<file path="src/rtl/adc_bus_pkg.sv">
package adc_bus_pkg;
   localparam int unsigned BUS_W     = 12;
   localparam int unsigned ADDR_W    = 3;
   localparam int unsigned FMT_POS   = 11;
   localparam int unsigned STBY_POS  = 10;
   localparam int unsigned SWC_POS   = 9;
   localparam int unsigned ADDR_LSB  = 6;

   typedef struct packed {
      logic              twos;
      logic              stby;
      logic              swc;
      logic [ADDR_W-1:0] addr;
   } ctrl_word_t;

   function automatic ctrl_word_t unpack_ctrl(input logic [BUS_W-1:0] w);
      ctrl_word_t c;
      c.twos = w[FMT_POS];
      c.stby = w[STBY_POS];
      c.swc  = w[SWC_POS];
      c.addr = w[ADDR_LSB +: ADDR_W];
      return c;
   endfunction
endpackage

</file>
<file path="src/rtl/adc_strobe_sync.sv">
module adc_strobe_sync #(
   parameter int unsigned STAGES  = 2,
   parameter int unsigned WIDTH   = 1,
   parameter logic [WIDTH-1:0] RST_VAL = '0
) (
   input  logic             clk,
   input  logic             rst_n,
   input  logic [WIDTH-1:0] d,
   output logic [WIDTH-1:0] q
);
   logic [WIDTH-1:0] chain [STAGES];

   generate
      if (STAGES < 1) begin : g_bad
         $error("adc_strobe_sync: STAGES must be at least 1");
      end
      for (genvar i = 0; i < STAGES; i++) begin : g_stage
         always_ff @(posedge clk or negedge rst_n) begin
            if (!rst_n) begin
               chain[i] <= RST_VAL;
            end else begin
               if (i == 0) chain[i] <= d;
               else        chain[i] <= chain[(i == 0) ? 0 : i-1];
            end
         end
      end
   endgenerate

   assign q = chain[STAGES-1];
endmodule

</file>
<file path="src/rtl/adc_ctrl_reg.sv">
module adc_ctrl_reg
   import adc_bus_pkg::*;
#(
   parameter int unsigned DATA_W = 12
) (
   input  logic              clk,
   input  logic              rst_n,
   input  logic              s_cs_n,
   input  logic              s_wr_n,
   input  logic [DATA_W-1:0] s_dat,
   output logic              wr_rise,
   output ctrl_word_t        ctrl_q
);
   logic              d_cs_n;
   logic              d_wr_n;
   logic [DATA_W-1:0] d_dat;

   always_ff @(posedge clk or negedge rst_n) begin
      if (!rst_n) begin
         d_cs_n <= 1'b1;
         d_wr_n <= 1'b1;
         d_dat  <= '0;
      end else begin
         d_cs_n <= s_cs_n;
         d_wr_n <= s_wr_n;
         d_dat  <= s_dat;
      end
   end

   // rising write strobe, qualified by select at the last low sample
   assign wr_rise = s_wr_n & ~d_wr_n & ~d_cs_n;

   always_ff @(posedge clk or negedge rst_n) begin
      if (!rst_n) begin
         ctrl_q <= '0;
      end else if (wr_rise) begin
         ctrl_q <= unpack_ctrl(d_dat[BUS_W-1:0]);
      end
   end
endmodule

</file>
<file path="src/rtl/adc_settle_timer.sv">
module adc_settle_timer #(
   parameter int unsigned SETTLE_CYCLES = 32
) (
   input  logic clk,
   input  logic rst_n,
   input  logic load,
   input  logic sw_start,
   input  logic standby,
   output logic fire
);
   localparam int unsigned CNT_W = $clog2(SETTLE_CYCLES + 1);
   localparam logic [CNT_W-1:0] LOAD_VAL = CNT_W'(SETTLE_CYCLES);

   logic [CNT_W-1:0] cnt_q;
   logic             expire;

   assign expire = (cnt_q == CNT_W'(1)) & ~load;

   always_ff @(posedge clk or negedge rst_n) begin
      if (!rst_n) begin
         cnt_q <= '0;
      end else if (load) begin
         cnt_q <= LOAD_VAL;
      end else if (cnt_q != '0) begin
         cnt_q <= cnt_q - CNT_W'(1);
      end
   end

   always_ff @(posedge clk or negedge rst_n) begin
      if (!rst_n) fire <= 1'b0;
      else        fire <= expire & sw_start & ~standby;
   end
endmodule

</file>
<file path="src/rtl/adc_read_path.sv">
module adc_read_path #(
   parameter int unsigned DATA_W = 12
) (
   input  logic              clk,
   input  logic              rst_n,
   input  logic              cs_n,
   input  logic              rd_n,
   input  logic              twos,
   input  logic              conv_done,
   input  logic [DATA_W-1:0] conv_result,
   output logic [DATA_W-1:0] dout,
   output logic              oe
);
   logic [DATA_W-1:0] result_q;
   logic [DATA_W-1:0] coded;

   always_ff @(posedge clk or negedge rst_n) begin
      if (!rst_n)         result_q <= '0;
      else if (conv_done) result_q <= conv_result;
   end

   generate
      for (genvar b = 0; b < DATA_W; b++) begin : g_code
         if (b == DATA_W-1) begin : g_msb
            assign coded[b] = result_q[b] ^ twos;
         end else begin : g_low
            assign coded[b] = result_q[b];
         end
      end
   endgenerate

   assign oe   = ~cs_n & ~rd_n;
   assign dout = oe ? coded : '0;
endmodule

</file>
<file path="src/rtl/adc_bus_ctrl.sv">
module adc_bus_ctrl
   import adc_bus_pkg::*;
#(
   parameter int unsigned DATA_W        = 12,
   parameter int unsigned SYNC_STAGES   = 2,
   parameter int unsigned SETTLE_CYCLES = 32
) (
   input  logic              clk,
   input  logic              rst_n,
   input  logic              bus_cs_n,
   input  logic              bus_rd_n,
   input  logic              bus_wr_n,
   input  logic [DATA_W-1:0] bus_din,
   output logic [DATA_W-1:0] bus_dout,
   output logic              bus_oe,
   input  logic              conv_done,
   input  logic [DATA_W-1:0] conv_result,
   output logic [ADDR_W-1:0] chan_sel,
   output logic              standby_req,
   output logic              hold_start
);
   generate
      if (DATA_W != BUS_W) begin : g_chk_w
         $error("adc_bus_ctrl: DATA_W must match the control field layout");
      end
      if (SYNC_STAGES < 2) begin : g_chk_s
         $error("adc_bus_ctrl: SYNC_STAGES must be at least 2");
      end
      if (SETTLE_CYCLES < 1) begin : g_chk_t
         $error("adc_bus_ctrl: SETTLE_CYCLES must be at least 1");
      end
   endgenerate

   logic [1:0]        s_strb;
   logic [DATA_W-1:0] s_dat;
   logic              wr_rise;
   ctrl_word_t        ctrl_q;

   adc_strobe_sync #(.STAGES(SYNC_STAGES), .WIDTH(2), .RST_VAL(2'b11)) u_sync_strb (
      .clk(clk), .rst_n(rst_n), .d({bus_cs_n, bus_wr_n}), .q(s_strb)
   );

   adc_strobe_sync #(.STAGES(SYNC_STAGES), .WIDTH(DATA_W), .RST_VAL('0)) u_sync_data (
      .clk(clk), .rst_n(rst_n), .d(bus_din), .q(s_dat)
   );

   adc_ctrl_reg #(.DATA_W(DATA_W)) u_ctrl (
      .clk(clk), .rst_n(rst_n), .s_cs_n(s_strb[1]), .s_wr_n(s_strb[0]),
      .s_dat(s_dat), .wr_rise(wr_rise), .ctrl_q(ctrl_q)
   );

   adc_settle_timer #(.SETTLE_CYCLES(SETTLE_CYCLES)) u_timer (
      .clk(clk), .rst_n(rst_n), .load(wr_rise), .sw_start(ctrl_q.swc),
      .standby(ctrl_q.stby), .fire(hold_start)
   );

   adc_read_path #(.DATA_W(DATA_W)) u_read (
      .clk(clk), .rst_n(rst_n), .cs_n(bus_cs_n), .rd_n(bus_rd_n), .twos(ctrl_q.twos),
      .conv_done(conv_done), .conv_result(conv_result), .dout(bus_dout), .oe(bus_oe)
   );

   assign chan_sel    = ctrl_q.addr;
   assign standby_req = ctrl_q.stby;
endmodule

</file>
<file path="config.mk">
export PLATFORM = sky130hd
export DESIGN_NAME = adc_bus_ctrl
export DESIGN_NICKNAME = d
export VERILOG_FILES = /design/src/rtl/adc_bus_pkg.sv /design/src/rtl/adc_strobe_sync.sv /design/src/rtl/adc_ctrl_reg.sv /design/src/rtl/adc_settle_timer.sv /design/src/rtl/adc_read_path.sv /design/src/rtl/adc_bus_ctrl.sv
export SDC_FILE = /design/constraint.sdc
export NUM_CORES = 1
export LEC_CHECK = 0
export BUFFER_PORTS_ARGS = -buffer_cell sky130_fd_sc_hd__buf_2
export CAP_MARGIN = 20
export CELL_PAD_IN_SITES_DETAIL_PLACEMENT = 0
export CELL_PAD_IN_SITES_GLOBAL_PLACEMENT = 1
export CORE_MARGIN = 10
export CORE_UTILIZATION = 37
export DETAILED_ROUTE_END_ITERATION = 12
export MAX_ROUTING_LAYER = met4
export PLACE_DENSITY_LB_ADDON = 0.05
export SLEW_MARGIN = 5
export SYNTH_ARGS = -nofsm -noshare
export SYNTH_HDL_FRONTEND = slang
export SYNTH_SLANG_ARGS = --single-unit
</file>
<file path="constraint.sdc">
create_clock -name clk -period 1.3 [get_ports clk]
set_input_delay 0.195 -clock clk [delete_from_list [all_inputs] [get_ports clk]]
set_output_delay 0.195 -clock clk [all_outputs]
set_load 0.005 [all_outputs]
</file>
==> metrics.md, run 1 <==
| Metric | Value |
|---|---|
| Status | finished with violations |
| Failing checks | negative setup slack |
| GR Util All Layers | 9.65% |
| First-pass GRT wire length | 5740 um |
| Vias in the first global route | 1,260 |
| Hold Path Class | input port to flop |
| Routed vias/inst | 4.66 |
| Fmax | 750 MHz |
| Syn Inst Count | 115 |
| Placed cells | 217 |
| DP Area | 2140 um2 |
| Internal power | 2.74 mW |
| Synthesized area | 1780 um2 |
| Switching Power | 1.16 mW |
| R2R Setup Slk | -0.03 ns |
| Reg2Reg Launch Point | u_timer.cnt_q[3] |
| Max cap viols | 0 |
| VDD IR max | 0.839 mV |
| Post-synth top area share | 60.6% |
| Min-Delay Startpoint | bus_cs_n |
| Biggest area consumer among synthesized cells | dfrtp_1 |
| Final Setup Violations | 7 |
| Yosys reg bits | 49 |
| Main synth FF type | dfrtp_1 |
| Util after Layout | 51.1% |
| Fin crit period | 1.33 ns |
| Total Nets Final | 212 |
| Worst path required time | 1.48 ns |
| CTS tree | done |
| Hold path depth | 1 |
| PwrDens | 1630 nW/um2 |
| N_diodes | 0 |
| Clock skew | 0.0108 ns |
| Final Non-Filler Cells | 234 |
| Die area | 7970 um2 |
| Logic pwr share | 26.1% |
| Avg Cell Area, Syn | 15.4 um2 |
| Total Negative Setup Slacks | -0.175 ns |
| Slew Limit Headroom | 70.4% |
| Final instance area | 2400 um2 |
| CTS sink count | 49 |
| Worst path slowest cell | or4_4 |
| Clk network pwr share | 23.9% |
| Final worst slack | -0.0327 ns |
| Post-synth ARST share | 100% |
| # DRC | 0 |
| Yosys cell types | 26 |
| Area delta synth->final | 34.9% |
| Clock tree buffer depth | 2 |
| Grt ovf | 0 |
| Setup crit start kind | flop |
| Initial antenna violation count | 0 |
| CP peak stage delay | 0.56 ns |
| Core ar. | 4690 um2 |
| R2R depth | 3 |
| Post-Place Worst Slack | -0.0202 ns |
| Die H | 89.3 um |
| GP Congestion | 0.756 |
| DRT iter0 DRCs | 22 |
| Worst endpoint data arrival time | 1.51 ns |
| Dpl hpwl | 2630 um |
| Port Buffers | 41 |
| Final hold vios | 0 |
| Worst-margin pin slew | 0.444 ns |
| Skew-Pair Late Insertion Delay | 0.30 ns |
| RSZ-0062 raised after global routing | true |
| Drt total wl | 3530 um |
| Most frequent cell after synthesis | dfrtp_1 |
| Hold_ws | 0.0158 ns |
| Vias | 1,090 |
| Initial DRT Pass Iterations | 4 |
| WL/cell | 15.1 um |
| Seq/Total Area, Yosys | 69.4% |
| Final period util | 103% |
| Synth area leaders | dfrtp_1 (61%), dfstp_2 (8.9%), mux2_2 (7.6%) |
| Crit end category | flop |
| Row Count | 25 |
| Final antenna-violating net count | 0 |
| Post-Syn Nets | 148 |
| Pleak | 1.11 nW |
| Switching share of power | 29.7% |
| Pin count of the biggest net entering global routing | 21 |
| Total power | 3.90 mW |
| Yosys warning total | 0 |
| Crit path kind | flop to flop |
| CP Cell Sequence | or4_4, nor3_2, nor3_1 |
| CTS Buf Count | 5 |
| Worst R2R End | u_timer.cnt_q[0] |
| Clk Tree Root Cell | clkbuf_8 |
| Clock-pin slew on the worst setup and hold paths | 0.09 ns |
| H-tree Lvls | 2 |
| Synth cell count leaders | dfrtp_1 (43), mux2_2 (12), and2_1 (11) |
| Die width | 89.3 um |
| Post-synth EDFFs | 0 |
| CP Max Fanout | 4 |
| Sequential share of power | 50.0% |
| Hold Path Sink | u_sync_strb.chain[3] |
| Share of post-route cells with drive strength above 1 | 55.0% |
| Pins Over Slew Limit | 0 |
| Initial Util | 37.9% |
| Io pins | 48 |
-- power by group through the flow --
stage	logic (mW)	registers, mW	clock network [mW]
2_1_floorplan	0.501	1.91	0
3_3_place_gp	0.811	1.91	0
3_5_place_dp	0.844	1.93	0
4_1_cts	0.926	1.90	0.983
5_1_grt	1.14	1.98	1.04
6_report	1.02	1.95	0.933
-- worst max-delay path by stage --
stage                          start          endpoint  slack, ns  cells past startpoint
finish              u_timer.cnt_q[3]  u_timer.cnt_q[0]      -0.03                      3
global route        u_ctrl.ctrl_q[5]      bus_dout[11]      -0.12                      3
CTS                 u_sync_strb.q[0]  u_ctrl.ctrl_q[0]      -0.03                      3
detailed placement  u_timer.cnt_q[3]  u_timer.cnt_q[0]      -0.02                      3
global placement    u_timer.cnt_q[3]  u_timer.cnt_q[0]     -0.004                      3
floorplan           u_sync_strb.q[0]  u_ctrl.ctrl_q[2]      -0.04                      3
-- layout make-up --
class                      instances  area (um2)
fill                             424        2300
clock inverter                     2        16.3
inverter                           4        15.0
timing repair buffer              60         392
sequential                        49        1240
multi-input combinational         59         586
clock buffer                       6        82.6
tap                               54        67.6
-- sequential cells by signal, summed over array words and instances (netlist names) --
signal and cells:
u_read.result_q 12, u_timer.cnt_q 6, u_ctrl.d_dat 6, u_sync_data.chain 6
u_sync_strb.chain 2, u_ctrl.d_cs_n 1, u_sync_data.q 6, u_sync_strb.q 2
u_timer.fire 1, u_ctrl.ctrl_q 6, u_ctrl.d_wr_n 1
-- per-layer routing --
| layer | up-vias | share of wire [%] | track usage (%) |
|---|---|---|---|
| li1 | 523 | - | - |
| met2 | 30 | 52 | 15.6 |
| met4 | 0 | 1.1 | 4.19 |
| met3 | 4 | 6.5 | 4.19 |
| met5 | - | 0 | - |
| met1 | 533 | 41 | 10.1 |
-- cells in the final DEF, fill, tap and decap left out --
master / instances
a211o_1: 1
a211oi_1: 1
a21boi_1: 1
a21o_1: 1
a21oi_1: 3
a21oi_2: 1
a31o_4: 1
and2_1: 11
buf_12: 1
buf_2: 41
buf_4: 7
buf_6: 3
clkbuf_8: 6
clkinvlp_4: 1
dfrtp_1: 40
dfrtp_2: 3
dfstp_2: 6
dlygate4sd3_1: 8
ha_1: 1
ha_2: 1
ha_4: 1
inv_1: 2
inv_2: 2
inv_6: 1
mux2_2: 12
mux2_4: 6
nand2_1: 2
nor2_1: 2
nor3_1: 3
nor3_2: 1
nor3b_4: 1
nor4_2: 1
nor4_4: 2
o2111ai_1: 1
o31ai_1: 2
or4_4: 1
xnor2_1: 2
-- cells by family (layout without fill, tap and decap cells) --
group / after synthesis / count (layout) / synth area share, %
buffers and inverters: 7 / 72 / 1.76
muxes: 18 / 18 / 11.4
adders and majority gates: 3 / 3 / 2.11
AOI/OAI and AO/OA: 12 / 12 / 4.72
DFF: 49 / 49 / 69.4
xor gates and xnor gates: 2 / 2 / 0.986
and+or+nand+nor: 24 / 24 / 9.58
-- repair_timing --
| item | in CTS | in global routing |
|---|---|---|
| setup endpoints to repair | 10 | 13 |
| hold endpoints to repair | 23 | 0 |
| pin swaps | 0 | 0 |
| gates resized for setup | 8 | 10 |
| buffers inserted | 1 | 0 |
| hold buffers | 8 | 0 |
-- worst max-delay path, delay by kind of cell (launching register included) --
family	cells	cell delay, ns
flip-flops	1	0.46
AND/OR/NAND/NOR	3	0.76
(Power assumes the default switching activity.)
==> run 2, diff against run 1 <==
--- a/config.mk
+++ b/config.mk
@@ -5,12 +5,14 @@
 export SDC_FILE = /design/constraint.sdc
 export NUM_CORES = 1
 export LEC_CHECK = 0
+export ABC_AREA = 1
+export ABC_CLOCK_PERIOD_IN_PS = 1300
 export BUFFER_PORTS_ARGS = -buffer_cell sky130_fd_sc_hd__buf_2
 export CAP_MARGIN = 20
 export CELL_PAD_IN_SITES_DETAIL_PLACEMENT = 0
 export CELL_PAD_IN_SITES_GLOBAL_PLACEMENT = 1
 export CORE_MARGIN = 10
-export CORE_UTILIZATION = 37
+export CORE_UTILIZATION = 35
 export DETAILED_ROUTE_END_ITERATION = 12
 export MAX_ROUTING_LAYER = met4
 export PLACE_DENSITY_LB_ADDON = 0.05
==> run 2 against run 1 <==
The run now ends clean. Sequential share of layout area is 2.0 points higher. Sequential cell count stayed put. Synthesized cell count is 37% higher. Clock power is 7.0% lower. Die area is 4.7% higher. Worst setup slack better by 0.096 ns. Cell area is 4.1% lower. Cell count is 22% higher. Core utilization is 3.4 points lower. Critical endpoint is now bus_dout[11]. Largest cell class unchanged.
==> metrics.md, run 2 <==
| Metric | Value |
|---|---|
| Status | finished, final reports clean |
| Worst endpoint data arrival time | 1.04 ns |
| # DRC | 0 |
| Clock-pin slew on the worst setup and hold paths | 0.08 ns |
| Max cap viols | 0 |
| CP peak stage delay | 0.40 ns |
| Synth area leaders | dfrtp_1 (60%), dfstp_2 (8.8%), nand2_1 (7.0%) |
| Worst-margin pin slew | 0.381 ns |
| CTS Buf Count | 5 |
| CTS tree | done |
| Share of post-route cells with drive strength above 1 | 32.6% |
| Syn Inst Count | 157 |
| Commonest non-fill, non-tap cell in the layout | dfrtp_1 |
| Main synth FF type | dfrtp_1 |
| PwrDens | 1510 nW/um2 |
| Die area | 8340 um2 |
| Vias in the first global route | 1,273 |
| VDD IR max | 0.717 mV |
| Initial DRT Pass Iterations | 4 |
| Hold_ws | 0.106 ns |
| Io pins | 48 |
| Total Nets Final | 250 |
| Post-Place Worst Slack | 0.0734 ns |
| Worst path required time | 1.11 ns |
| First-pass GRT wire length | 5620 um |
| Initial antenna violation count | 0 |
| Fmax | 808 MHz |
| Yosys cell types | 23 |
| Die width | 91.4 um |
| CP Cell Sequence | xnor2_1, nor2_1, buf_2 |
| Placed cells | 267 |
| CP Max Fanout | 2 |
| Synthesized area | 1780 um2 |
| Post-synth top area share | 60.4% |
| Most frequent cell after synthesis | dfrtp_1 |
| Commonest cells after routing, fill and taps aside | dfrtp_1 (43), buf_2 (41), nand2_1 (32), nor2_1 (20), inv_1 (18) |
| Setup crit start kind | flop |
| Area delta synth->final | 29.0% |
| Seq/Total Area, Yosys | 69.2% |
| Biggest register | u_read.result_q |
| Yosys warning total | 0 |
| DRT iter0 DRCs | 44 |
| Dpl hpwl | 2370 um |
| Biggest area consumer among synthesized cells | dfrtp_1 |
| Final Non-Filler Cells | 285 |
| Clock skew | 0.00720 ns |
| H-tree Lvls | 2 |
| Largest register FFs | 12 |
| Port Buffers | 41 |
| WL/cell | 11.4 um |
| Final Setup Violations | 0 |
| Post-synth EDFFs | 0 |
| Final worst slack | 0.0630 ns |
| Min-Delay Startpoint | conv_result[5] |
| N_diodes | 0 |
| Avg Cell Area, Syn | 11.3 um2 |
| Grt ovf | 0 |
| Clock tree buffer depth | 2 |
| Synth cell count leaders | dfrtp_1 (43), nand2_1 (33), nor2_1 (20) |
| Initial Util | 37.0% |
| Total Negative Setup Slacks | 0 ns |
| CTS sink count | 49 |
| Post-Syn Nets | 190 |
| Fin crit period | 1.24 ns |
| Vias | 1,180 |
| Reg area | 1230 um2 |
| Slew Limit Headroom | 74.5% |
| Pin count of the biggest net entering global routing | 50 |
| Pins Over Slew Limit | 0 |
| Die H | 91.4 um |
| Final antenna-violating net count | 0 |
| Drt total wl | 3240 um |
| Crit end category | primary output |
| Total power | 3.47 mW |
| Core ar. | 4820 um2 |
| Multi-input gate area | 469 um2 |
| R2R Setup Slk | 0.12 ns |
| CP top delay family | flip-flops |
| Final hold vios | 0 |
| Clk Tree Root Cell | clkbuf_8 |
| Worst path slowest cell | dfrtp_1 |
| Post-synth ARST share | 100% |
| RSZ-0062 raised after global routing | true |
| Final period util | 95.2% |
| Crit path kind | flop to primary output |
| Yosys reg bits | 49 |
| Reg2Reg Launch Point | u_sync_strb.q[0] |
| Fillcell total | 476 |
| Row Count | 25 |
| CP Launch Point | u_read.result_q[11] |
| CP bufs+invs | 1 |
| Routed vias/inst | 4.14 |
| Skew-Pair Late Insertion Delay | 0.29 ns |
| GP Congestion | 0.738 |
| Hold Path Class | input port to flop |
| GR Util All Layers | 8.49% |
| Pleak | 1.17 nW |
-- run 2: what timing repair did --
item / CTS / global route
endpoints found under the setup margin: 0 / 5
gates resized for setup: 0 / 1
setup buffers: 0 / 1
hold endpoints to repair: 51 / 0
hold buffers: 9 / 0
-- run 2: kinds of logic after synthesis --
group | Yosys count | share of synthesized area, %
AOI/OAI and AO/OA | 16 | 5.06
xor gates and xnor gates | 3 | 1.47
adders and majority gates | 3 | 2.11
buffers and inverters | 21 | 4.56
DFF | 49 | 69.2
muxes | 1 | 0.632
and+or+nand+nor | 64 | 16.9
-- run 2: final timing paths --
path	endpoint	cells after the start
worst max-delay path	bus_dout[11]	3
worst min-delay path	u_read.result_q[5]	3
worst max register to register	u_timer.cnt_q[1]	5
worst min register to register	u_ctrl.d_dat[8]	0
max in group asynchronous	u_sync_strb.chain[3]	3
min in group asynchronous	u_sync_data.q[7]	3
-- run 2: layer usage --
| metal | global-route usage (%) | part of all wire (%) |
|---|---|---|
| met3 | 3.21 | 3.9 |
| met1 | 8.75 | 43 |
| met2 | 14.4 | 54 |
| met5 | - | 0 |
| met4 | 3.13 | 0 |
-- run 2: through the flow --
| stage | cell area (um2) | util (%) |
|---|---|---|
| 2_1_floorplan | 1780 | - |
| 3_3_place_gp | 2110 | 43.7 |
| 3_5_place_dp | 2110 | 43.7 |
| 4_1_cts | 2290 | 47.5 |
| 5_1_grt | 2300 | 47.7 |
| 6_report | 2300 | 47.7 |
-- run 2: area by class of cell --
class                      instances  area share (%)
inverter                          18            2.94
clock buffer                       5            2.99
clock inverter                     3           0.980
multi-input combinational         87            20.4
tap                               67            3.65
timing repair buffer              56            15.4
sequential                        49            53.7
-- run 2: power breakdown --
group / switching [mW] / internal [mW] / leakage (nW)
Sequential: 0.138 / 1.73 / 0.579
Combinational: 0.395 / 0.345 / 0.542
Clock: 0.487 / 0.382 / 0.0481
Total: 1.02 / 2.46 / 1.17
-- run 2: worst min-delay path: stages --
cell,delay (ns)
buf_2,0.08
nand2_1,0.04
o21ai_0,0.06
==> run 3, diff against run 2 <==
--- a/config.mk
+++ b/config.mk
@@ -6,13 +6,12 @@
 export NUM_CORES = 1
 export LEC_CHECK = 0
 export ABC_AREA = 1
-export ABC_CLOCK_PERIOD_IN_PS = 1300
+export ABC_CLOCK_PERIOD_IN_PS = 1600
 export BUFFER_PORTS_ARGS = -buffer_cell sky130_fd_sc_hd__buf_2
 export CAP_MARGIN = 20
-export CELL_PAD_IN_SITES_DETAIL_PLACEMENT = 0
-export CELL_PAD_IN_SITES_GLOBAL_PLACEMENT = 1
+export CORE_ASPECT_RATIO = 0.75
 export CORE_MARGIN = 10
-export CORE_UTILIZATION = 35
+export CORE_UTILIZATION = 55
 export DETAILED_ROUTE_END_ITERATION = 12
 export MAX_ROUTING_LAYER = met4
 export PLACE_DENSITY_LB_ADDON = 0.05
==> constraint.sdc (replaced) <==
create_clock -name clk -period 1.6 [get_ports clk]
set_input_delay 0.24 -clock clk [delete_from_list [all_inputs] [get_ports clk]]
set_output_delay 0.24 -clock clk [all_outputs]
set_load 0.005 [all_outputs]
==> run 3 against run 2 <==
Global-route usage rose by 3.2 points. Sequential share of layout area rose by 3.5 points. Cell area fell by 6.2%. Worst hold slack got worse by 0.082 ns. Non-clock buffer count fell by 12. Register-to-register slack improved by 0.18 ns. Power fell by 18%. Clock skew rose by 0.0024 ns. Worst setup slack improved by 0.22 ns. Critical endpoint unchanged. Largest cell class unchanged. Highest routed layer is now met4.
==> metrics.md, run 3 (synthesized netlist as in run 2, its figures left out) <==
| Metric | Value |
|---|---|
| Status | finished, final reports clean |
| Final instance area | 2160 um2 |
| Hold-fix buffer count after cts | 1 |
| Port Buffers | 41 |
| Pin count of the biggest net entering global routing | 24 |
| Worst R2R End | u_timer.cnt_q[1] |
| Initial antenna violation count | 0 |
| Fillcell total | 226 |
| Crit end category | primary output |
| Io pins | 48 |
| Drt total wl | 3240 um |
| Clock tree buffer depth | 2 |
| Slew Limit Headroom | 73.0% |
| Core ar. | 3020 um2 |
| Total power | 2.86 mW |
| Initial Util | 59.0% |
| Share of post-route cells with drive strength above 1 | 32.0% |
| PostCTS Resize Cnt | 0 |
| Hold Path Class | input port to flop |
| Commonest non-fill, non-tap cell in the layout | dfrtp_1 |
| Clk Tree Root Cell | clkbuf_8 |
| Biggest register | u_read.result_q |
| DP Area | 2050 um2 |
| Vias in the first global route | 1,200 |
| Number of cells on the critical path | 3 |
| Initial DRT Pass Iterations | 4 |
| Crit path kind | flop to primary output |
| Total Negative Setup Slacks | 0 ns |
| CP Max Fanout | 2 |
| CTS Buf Count | 5 |
| Hold Path Sink | u_sync_strb.chain[2] |
| Min-Delay Startpoint | bus_wr_n |
| R2R Setup Slk | 0.30 ns |
| Reg2Reg Launch Point | u_timer.cnt_q[0] |
| Row Count | 17 |
| Die H | 69.3 um |
| R2R depth | 5 |
| Final antenna-violating net count | 0 |
| Setup Buffers After CTS | 0 |
| # DRC | 0 |
| Setup crit start kind | flop |
| N_diodes | 0 |
| Final hold vios | 0 |
| Worst-margin pin slew | 0.405 ns |
| RSZ-0062 raised after global routing | false |
| Clock-pin slew on the worst setup and hold paths | 0.09 ns |
| CTS sink count | 49 |
| Routed vias/inst | 4.79 |
| Worst path slowest cell | dfrtp_1 |
| GR Util All Layers | 11.7% |
| VDD IR max | 0.746 mV |
| H-tree Lvls | 2 |
| Total Nets Final | 238 |
| PwrDens | 1330 nW/um2 |
| Die width | 85.7 um |
| Final period util | 82.4% |
| Pleak | 1.12 nW |
| Worst endpoint data arrival time | 1.08 ns |
| Fmax | 759 MHz |
| Worst path required time | 1.36 ns |
| CP peak stage delay | 0.41 ns |
| Vias | 1,168 |
| Grt ovf | 0 |
| CTS tree | done |
| CP bufs+invs | 1 |
| Fin crit period | 1.32 ns |
| Max cap viols | 0 |
| Commonest cells after routing, fill and taps aside | dfrtp_1 (43), buf_2 (41), nand2_1 (33), nor2_1 (20), inv_1 (18) |
| GP Congestion | 0.769 |
| DRT iter0 DRCs | 50 |
| Pins Over Slew Limit | 0 |
| Hold path depth | 1 |
| Die area | 5940 um2 |
| Area delta synth->final | 21.1% |
| Dpl hpwl | 2410 um |
| Clock skew | 0.00961 ns |
| Skew-Pair Late Insertion Delay | 0.30 ns |
| First-pass GRT wire length | 5530 um |
| CP Cell Sequence | xnor2_1, nor2_1, buf_2 |
| WL/cell | 13.3 um |
| Largest register FFs | 12 |
| Final Setup Violations | 0 |
| CP top delay family | flip-flops |
==> run 3: cell types whose count changed in the layout (fill, tap and decap cells not counted) <==
cell / delta
buf_4: -4
clkbuf_8: +1
clkinv_2: -1
clkinv_4: -2
clkinvlp_4: +1
dlygate4sd3_1: -8
inv_6: +1
nand2_1: +1
nand2_2: -1
==> run 3: how the worst max path moves through the flow <==
stage,start,slack [ns],endpoint
final,u_ctrl.ctrl_q[5],0.28,bus_dout[11]
after global routing,u_ctrl.ctrl_q[5],0.20,bus_dout[11]
after CTS,u_ctrl.ctrl_q[5],0.25,bus_dout[11]
after detailed placement,u_sync_strb.q[0],0.34,u_timer.cnt_q[0]
after global placement,u_sync_strb.q[0],0.38,u_timer.cnt_q[0]
after floorplan,u_sync_strb.q[0],0.47,u_timer.cnt_q[0]
==> run 3: layout make-up <==
class	instances	area (um2)	area share (%)
multi-input cells	87	467	21.6
clock inverters	2	16.3	0.754
repair buffers	44	243	11.3
well taps	38	47.5	2.20
inverters	18	67.6	3.13
flip-flops and latches	49	1230	57.2
clock buffers	6	82.6	3.83
==> run 3: routing by layer <==
layer / vias to the layer above / GRT usage (%) / wire length [um]
met5: - / - / 0
li1: 577 / - / -
met4: 0 / 4.17 / 36
met3: 5 / 4.92 / 208
met2: 28 / 18.1 / 1520
met1: 558 / 13.3 / 1470
==> run 3: power by group <==
part	total, mW	leakage (nW)	internal [mW]	switching (mW)
Combinational	0.563	0.489	0.245	0.318
Clock	0.762	0.0478	0.356	0.406
Sequential	1.54	0.579	1.40	0.133
Total	2.86	1.12	2.01	0.856
==> run 3: through the flow <==
stage,worst slack [ns],util [%],std cells,hold WS [ns]
floorplan,0.466,-,157,-0.0556
global placement,0.378,67.8,235,0.179
detailed placement,0.341,67.8,235,0.183
CTS,0.254,71.4,244,0.0147
global route,0.202,71.4,244,0.00889
finish,0.282,71.4,244,0.0246
